**config.mk**
```make
export PLATFORM = sky130hd
export DESIGN_NAME = strobed_in_port
export DESIGN_NICKNAME = d
export VERILOG_FILES = /design/src/rtl/sip_pkg.sv /design/src/rtl/sip_rst_sync.sv /design/src/rtl/sip_strobe_sync.sv /design/src/rtl/sip_buffer.sv /design/src/rtl/sip_irq.sv /design/src/rtl/strobed_in_port.sv
export SDC_FILE = /design/constraint.sdc
export NUM_CORES = 1
export LEC_CHECK = 0
export ABC_AREA = 1
export BUFFER_PORTS_ARGS = -buffer_cell sky130_fd_sc_hd__buf_2
export CAP_MARGIN = 20
export CORE_AREA = 2 2 54 61
export DETAILED_ROUTE_END_ITERATION = 6
export DIE_AREA = 0 0 56 63
export GPL_ROUTABILITY_DRIVEN = 0
export HOLD_SLACK_MARGIN = 0.12
export PLACE_DENSITY = 0.61
export RECOVER_POWER = 50
export SLEW_MARGIN = 20
export SYNTH_ARGS = -nofsm -noshare
export SYNTH_HDL_FRONTEND = slang
export SYNTH_SLANG_ARGS = --single-unit
```
**constraint.sdc**
```tcl
create_clock -name clk -period 2.3 [get_ports clk]
set_input_delay 0.69 -clock clk [delete_from_list [all_inputs] [get_ports clk]]
set_output_delay 0.69 -clock clk [all_outputs]
set_load 0.05 [all_outputs]
```
**src/rtl/sip_pkg.sv**
```systemverilog
package sip_pkg;
  localparam int unsigned SIP_DATA_W_DEF = 8;
  localparam int unsigned SIP_SYNC_DEF   = 2;

  // idle level of the device strobe and its delayed copies
  localparam logic SIP_STB_IDLE = 1'b1;

  typedef enum logic [1:0] {
    BUF_KEEP  = 2'd0,
    BUF_LOAD  = 2'd1,
    BUF_CLEAR = 2'd2
  } buf_act_e;
endpackage

```
**src/rtl/sip_rst_sync.sv**
```systemverilog
module sip_rst_sync #(
  parameter int unsigned STAGES = 2
) (
  input  logic clk,
  input  logic arst_n,
  output logic rst_n_o
);
  logic [STAGES-1:0] chain_q;
  logic [STAGES-1:0] chain_d;

  always_comb begin
    chain_d = {chain_q[STAGES-2:0], 1'b1};
  end

  always_ff @(posedge clk or negedge arst_n) begin
    if (!arst_n) chain_q <= '0;
    else         chain_q <= chain_d;
  end

  assign rst_n_o = chain_q[STAGES-1];
endmodule

```
**src/rtl/sip_strobe_sync.sv**
```systemverilog
module sip_strobe_sync
  import sip_pkg::*;
#(
  parameter int unsigned DATA_W = SIP_DATA_W_DEF,
  parameter int unsigned STAGES = SIP_SYNC_DEF
) (
  input  logic              clk,
  input  logic              rst_n,
  input  logic              stb_n_i,
  input  logic [DATA_W-1:0] data_i,
  output logic              cap_o,
  output logic [DATA_W-1:0] cap_data_o
);
  localparam int unsigned DLY = STAGES + 1;

  logic [STAGES-1:0] stb_q;
  logic              stb_prev_q;
  logic              stb_prev_d;
  logic [DATA_W-1:0] dpipe_q [DLY];

  genvar g;
  for (g = 0; g < STAGES; g++) begin : g_stb
    logic nxt;
    if (g == 0) begin : g_first
      assign nxt = stb_n_i;
    end else begin : g_rest
      assign nxt = stb_q[g-1];
    end
    always_ff @(posedge clk or negedge rst_n) begin
      if (!rst_n) stb_q[g] <= SIP_STB_IDLE;
      else        stb_q[g] <= nxt;
    end
  end

  for (g = 0; g < DLY; g++) begin : g_dat
    logic [DATA_W-1:0] nxt;
    if (g == 0) begin : g_first
      assign nxt = data_i;
    end else begin : g_rest
      assign nxt = dpipe_q[g-1];
    end
    always_ff @(posedge clk or negedge rst_n) begin
      if (!rst_n) dpipe_q[g] <= '0;
      else        dpipe_q[g] <= nxt;
    end
  end

  always_comb begin
    stb_prev_d = stb_q[STAGES-1];
  end

  always_ff @(posedge clk or negedge rst_n) begin
    if (!rst_n) stb_prev_q <= SIP_STB_IDLE;
    else        stb_prev_q <= stb_prev_d;
  end

  // rising edge of the synchronised strobe; the delayed byte was sampled while it was low
  assign cap_o      = stb_q[STAGES-1] & ~stb_prev_q;
  assign cap_data_o = dpipe_q[STAGES];

  // one capture per pulse
  p_single_cap_r10: assert property (@(posedge clk) disable iff (!rst_n)
    cap_o |=> !cap_o);
endmodule

```
**src/rtl/sip_buffer.sv**
```systemverilog
module sip_buffer
  import sip_pkg::*;
#(
  parameter int unsigned DATA_W = SIP_DATA_W_DEF
) (
  input  logic              clk,
  input  logic              rst_n,
  input  logic              cap_i,
  input  logic [DATA_W-1:0] cap_data_i,
  input  logic              rd_i,
  output logic              full_o,
  output logic [DATA_W-1:0] data_o
);
  buf_act_e          act;
  logic              full_q, full_d;
  logic [DATA_W-1:0] data_q, data_d;
  logic              data_en;

  always_comb begin
    if (cap_i)     act = BUF_LOAD;   // capture has priority over a read
    else if (rd_i) act = BUF_CLEAR;
    else           act = BUF_KEEP;
  end

  always_comb begin
    full_d  = full_q;
    data_en = 1'b0;
    data_d  = cap_data_i;
    unique case (act)
      BUF_LOAD:  begin full_d = 1'b1; data_en = 1'b1; end
      BUF_CLEAR: full_d = 1'b0;
      default:   full_d = full_q;
    endcase
  end

  always_ff @(posedge clk or negedge rst_n) begin
    if (!rst_n) full_q <= 1'b0;
    else        full_q <= full_d;
  end

  always_ff @(posedge clk or negedge rst_n) begin
    if (!rst_n)       data_q <= '0;
    else if (data_en) data_q <= data_d;
  end

  assign full_o = full_q;
  assign data_o = data_q;

  p_hold_until_read_r3: assert property (@(posedge clk) disable iff (!rst_n)
    $fell(full_q) |-> $past(rd_i));
  p_data_only_on_cap_r4: assert property (@(posedge clk) disable iff (!rst_n)
    !cap_i |=> $stable(data_q));
  p_cap_wins_r9: assert property (@(posedge clk) disable iff (!rst_n)
    cap_i |=> full_q);
endmodule

```
**src/rtl/sip_irq.sv**
```systemverilog
module sip_irq (
  input  logic clk,
  input  logic rst_n,
  input  logic cap_i,
  input  logic rd_i,
  input  logic en_i,
  output logic irq_o
);
  logic irq_q, irq_d;

  always_comb begin
    if (cap_i && en_i)      irq_d = 1'b1;
    else if (rd_i || !en_i) irq_d = 1'b0;
    else                    irq_d = irq_q;
  end

  always_ff @(posedge clk or negedge rst_n) begin
    if (!rst_n) irq_q <= 1'b0;
    else        irq_q <= irq_d;
  end

  assign irq_o = irq_q;

  p_irq_on_cap_r5: assert property (@(posedge clk) disable iff (!rst_n)
    (cap_i && en_i) |=> irq_q);
  p_read_clears_irq_r6: assert property (@(posedge clk) disable iff (!rst_n)
    (rd_i && !cap_i) |=> !irq_q);
  p_irq_needs_en_r7: assert property (@(posedge clk) disable iff (!rst_n)
    !en_i |=> !irq_q);
endmodule

```
**src/rtl/strobed_in_port.sv**
```systemverilog
module strobed_in_port
  import sip_pkg::*;
#(
  parameter int unsigned DATA_W = SIP_DATA_W_DEF,
  parameter int unsigned SYNC   = SIP_SYNC_DEF
) (
  input  logic              clk,
  input  logic              rst_n,
  input  logic [DATA_W-1:0] dev_data,
  input  logic              dev_stb_n,
  input  logic              int_en,
  input  logic              cpu_rd_n,
  output logic [DATA_W-1:0] cpu_rdata,
  output logic              buf_full,
  output logic              irq
);
  logic              srst_n;
  logic              cap;
  logic [DATA_W-1:0] cap_data;
  logic              rd;

  assign rd = ~cpu_rd_n;

  sip_rst_sync #(.STAGES(SYNC)) u_rst (
    .clk     (clk),
    .arst_n  (rst_n),
    .rst_n_o (srst_n)
  );

  sip_strobe_sync #(.DATA_W(DATA_W), .STAGES(SYNC)) u_sync (
    .clk        (clk),
    .rst_n      (srst_n),
    .stb_n_i    (dev_stb_n),
    .data_i     (dev_data),
    .cap_o      (cap),
    .cap_data_o (cap_data)
  );

  sip_buffer #(.DATA_W(DATA_W)) u_buf (
    .clk        (clk),
    .rst_n      (srst_n),
    .cap_i      (cap),
    .cap_data_i (cap_data),
    .rd_i       (rd),
    .full_o     (buf_full),
    .data_o     (cpu_rdata)
  );

  sip_irq u_irq (
    .clk   (clk),
    .rst_n (srst_n),
    .cap_i (cap),
    .rd_i  (rd),
    .en_i  (int_en),
    .irq_o (irq)
  );

  // an interrupt only ever accompanies a full buffer
  p_irq_implies_full_r5: assert property (@(posedge clk) disable iff (!srst_n)
    irq |-> buf_full);
  // the flag only rises from a detected strobe edge
  p_full_from_edge_r2: assert property (@(posedge clk) disable iff (!srst_n)
    $rose(buf_full) |-> $past(cap));
endmodule

```
# ---- Word-level counts from Yosys, hierarchy flattened
# Index checks and enable logic that the tools add are counted.
dict set report word_totals {
  regBits 39
  inputBits 13
  output_inout_bits 10
  wordCells 26
}
dict set report op_classes {
  eq_ne 2
  mux 6
  n_bitwise 3
  n_reduce_logical 5
}
# cell count
set op_table {}
lappend op_table {{2-bit two-way mux} 2}
lappend op_table {{2-bit nonzero test} 2}
lappend op_table {{1-bit two-way mux} 3}
lappend op_table {{2-bit by 1-bit equality test with 1-bit output, second input constant} 1}
lappend op_table {{2-bit equality test, second input constant} 1}
lappend op_table {{1-bit NOT} 2}
lappend op_table {{1-bit one-hot mux with 2 select lines} 1}
lappend op_table {{1-bit AND} 1}
lappend op_table {{1-bit logical AND} 1}
lappend op_table {{1-bit logical NOT} 1}
lappend op_table {{1-bit logical OR} 1}

# ---- Longest topological paths before layout
dict set report depth {
  depth_word 5
  mapped_depth 4
}

# ---- Modules after synthesis
# Synthesis repeated with hierarchy kept, for this count alone.
dict set report unflattened {
  cells_unflattened 77
  area_unflattened_um2 1137.3
}
# module n_inst cells_each area_per_inst_um2
set by_module_without_submodules {}
lappend by_module_without_submodules {sip_strobe_sync 1 29 689.4}
lappend by_module_without_submodules {sip_buffer 1 38 341.6}
lappend by_module_without_submodules {sip_rst_sync 1 3 53.8}
lappend by_module_without_submodules {sip_irq 1 6 48.8}
lappend by_module_without_submodules {strobed_in_port 1 1 3.8}

# ---- Least setup slack after synthesis
# No wires, ideal clock.
dict set report synth_path {
  path_type {reg2out}
  startpoint {register u_buf.full_q, in the netlist u_buf.full_o}
  endpoint {output buf_full}
  arrival_time_ns 0.600
  required_ns 1.610
  path_slack_ns 1.010
  stages_incl_launch_ff 1
  path_buffers 0
  path_cell_list {dfrtp_1}
}
# item line
set synth_lines {}
lappend synth_lines {{from (decl)} sip_buffer.sv:15} ;# logic full_q, full_d;
lappend synth_lines {{from (signal assigned)} sip_buffer.sv:38} ;# else full_q <= full_d;
lappend synth_lines {{to (decl)} strobed_in_port.sv:14} ;# output logic buf_full,
# No word-level cell between the ends.

# ---- Worst setup path in the final report
dict set report layout_path {
  startpoint {register u_buf.data_q[3], in the netlist u_buf.data_o[3]}
  endpoint {output cpu_rdata[3]}
}
# item line
set layout_lines {}
lappend layout_lines {{from (decl)} sip_buffer.sv:16} ;# logic [DATA_W-1:0] data_q, data_d;
lappend layout_lines {{from (signal assigned)} sip_buffer.sv:43} ;# else if (data_en) data_q <= data_d;
lappend layout_lines {{to (decl)} strobed_in_port.sv:13} ;# output logic [DATA_W-1:0] cpu_rdata,
# No word-level cell between the ends.

==> qor.csv <==
stage;metric;value;unit
route;drt-pass1-iter-count;4;
synthesis;synth_commonest_cells;36 x dfrtp_1, 19 x nand2_1, 9 x nand3_1;
synthesis;syn-num-nets;86;
global_routing;grt_overflow;0;
synthesis;yosysMostFrequentCell;dfrtp_1;
critical_path;arrival;0.97;ns
critical_path;slowest_delay;0.37;ns
clock_tree;cts-buffers-inserted;5;
sta;drv_slew;0;
global_routing;grt_pass1_vias;566;
global_routing;grt_max_degree;38;
critical_path;cp_slowest_cell;dfrtp_1;
pwr;ir_drop;0.460;mV
critical_path;critical_path_depth;1;
sta;setup-tns-final;0;ns
outcome;status;finished clean;
clock_tree;path_clk_slew;0.11;ns
pwr;power_frac_comb;11.8;%
finish;nets;116;
critical_path;reg2regPathDepth;3;
synthesis;synthTopCellsByArea;dfrtp_1 79%, dfstp_2 6.9%, nand2_1 6.2%;
floorplanning;io_pins;23;
pwr;clockPowerShare;26.8;%
global_routing;antenna_found_initial;0;
floorplanning;core_area;2940;µm²
sta;setup_violations;0;
clock_tree;insertion_delay;0.33;ns
pwr;swShare;28.0;%
clock_tree;post_cts_buffers;0;
floorplanning;start_util;38.9;%
floorplanning;row_count;21;
route;num_vias;606;
clock_tree;cts_max_path_buffers;2;
route;routed_wire_length_per_instance;10.4;µm
clock_tree;cts.sinks;39;
route;drcViolationCount;0;
critical_path;crit_chain;buf_2;
pwr;intPower;0.883;mW
floorplanning;dieArea;3530;µm²
pwr;total_power;1.23;mW
pwr;leakage;0.679;nW
critical_path;worstPathRequired;1.61;ns
floorplanning;dieHeight;63;µm
finish;fin_util;46.2;%
critical_path;start_kind;flip-flop;
sta;skew;0.00872;ns
pwr;switchingPower;0.344;mW
finish;fillers;271;
synthesis;synth_edf_count;0;
clock_tree;cts_tree;yes;
synthesis;synth_top_area_cell;dfrtp_1;
synthesis;ys_ff_latch;39;
finish;insertedDiodeCount;0;
sta;rsz0062_at_grt;no;
critical_path;worstSetupPathType;reg -> out;
sta;final-hold-violation-count;0;
synthesis;ys_warn_count;0;
clock_tree;cts.htree.levels;2;
synthesis;seq_area_frac_synth;85.5;%
critical_path;cp-end-kind;primary output;
sta;tightestPinTransition;0.865;ns
sta;setup_slack;0.642;ns
clock_tree;hold_buffers;1;
synthesis;synth_cells;73;
synthesis;async_flop_share;100;%
critical_path;crit_fanout;2;
route;wirelength;1430;µm
route;ant_nets;0;
clock_tree;root_buffer;clkbuf_4;
placed_design;portBuffers;22;
clock_tree;post_cts_resize_count;0;
sta;max_slew_margin;42.4;%
synthesis;yosys.area.top_type_share;78.6;%
flow_run;maxCapViolCount;0;
pwr;power_density;902;nW/µm²
placed_design;dp_hpwl;961;µm
synthesis;ys_types;10;
route;dr.first_iter.drc_count;5;
synthesis;avgSynthCellArea;15.7;µm²
sta;period_share;72.1;%
critical_path;critPathTopFamily;flip-flops;
global_routing;grt_usage;9.51;%
pwr;pwr-share-seq;61.3;%
route;vias_per_cell;4.39;
synthesis;synthFlopType;dfrtp_1;
hold_path;holdCritPathClass;reg -> reg;
synthesis;netlist_area;1150;µm²
sta;min_period;1.66;ns
finish;drive_above_1_share;34.6;%
global_routing;grt_pass1_wl;2400;µm
sta;fmax;603;MHz
finish;area_delta_synth_final;18.7;%
placed_design;pre_cts_ws;1.00;ns
critical_path;cp_num_buf_inv;1;
hold_path;min_path_cells;0;
floorplanning;die_w;56;µm
layer usage:
| layer | vias to the layer above | part of all wire, % | GRT usage [%] |
|---|---|---|---|
| met4 | 0 | 3.8 | 8.93 |
| met3 | 7 | 8.5 | 4.55 |
| met1 | 282 | 40 | 10.4 |
| met2 | 29 | 47 | 13.2 |
| met5 | - | 0 | 0 |
| li1 | 288 | - | - |
cell type report:
cell class,instances,area (µm²),area share [%]
Clock buffer,5,37.5,2.76
Clock inverter,3,20.0,1.47
Inverter,2,10.0,0.736
Multi-Input combinational cell,31,145,10.7
Sequential cell,39,980,72.0
Tap cell,34,42.5,3.13
Timing Repair Buffer,24,125,9.20
registers in the layout (all words and copies together), names as in the netlist:
register / flops
u_sync.cap_data_o: 8
u_sync.stb_prev_d: 1
u_sync.stb_prev_q: 1
u_sync.g_dat.nxt: 16
u_buf.data_o: 8
u_sync.g_stb.nxt: 1
u_rst.chain_q: 2
u_buf.full_o: 1
u_irq.irq_o: 1
worst reg2reg max path, stage by stage, from the launching register on:
cell and delay [ns]:
dfstp_2 0.70, nand2_8 0.10, nand2_1 0.07, nand2_1 0.05
per-stage QoR:
step / cell area (µm²) / hold slack (ns) / instances
6_report: 1360 / 0.353 / 138
3_3_place_gp: 1290 / 0.274 / 129
5_1_grt: 1360 / 0.365 / 138
2_1_floorplan: 1150 / 0.331 / 73
4_1_cts: 1360 / 0.290 / 138
3_5_place_dp: 1290 / 0.288 / 129
power groups by stage:
stage                     Combinational [mW]  Clock [mW]  Sequential [mW]
after detailed placement               0.147           0            0.767
after global routing                   0.156       0.375            0.758
final                                  0.145       0.329            0.753
after floorplan                       0.0279           0            0.843
after global placement                 0.144           0            0.764
after CTS                              0.148       0.348            0.754
path summary, 6_finish.rpt:
kind / start / endpoint / slack [ns]
worst max-delay path: u_buf.data_o[3]$_DFFE_PN0N_ / cpu_rdata[3] / 0.64
worst min-delay path: u_sync.g_dat[2].nxt[3]$_DFF_PN0_ / u_sync.cap_data_o[3]$_DFF_PN0_ / 0.35
worst max register to register: u_sync.stb_prev_d$_DFF_PN1_ / u_buf.data_o[5]$_DFFE_PN0N_ / 1.30
worst min register to register: u_sync.g_dat[2].nxt[3]$_DFF_PN0_ / u_sync.cap_data_o[3]$_DFF_PN0_ / 0.35
max in group asynchronous: u_rst.chain_q[1]$_DFF_PN0_ / u_sync.g_dat[2].nxt[5]$_DFF_PN0_ / 1.33
min in group asynchronous: u_rst.chain_q[1]$_DFF_PN0_ / u_sync.cap_data_o[2]$_DFF_PN0_ / 0.43
cells by family after synthesis:
| logic type | Yosys count | share of synthesized area (%) |
|---|---|---|
| compound gates | 1 | 0.436 |
| other cells | 1 | 0.327 |
| simple gates | 29 | 11.9 |
| flops | 39 | 85.5 |
| buf+inv | 3 | 1.86 |
cell usage in the layout (no fill, tap or decap):
master          n
clkinvlp_4      2
clkbuf_2        1
clkbuf_4        5
conb_1          1
nand2_8         1
nand2_1        19
dfstp_2         3
inv_4           1
dfrtp_1        36
inv_1           1
buf_2          22
dlygate4sd3_1   1
o21ai_1         1
clkinv_2        1
nand3_1         9
(Power assumes the default switching activity.)
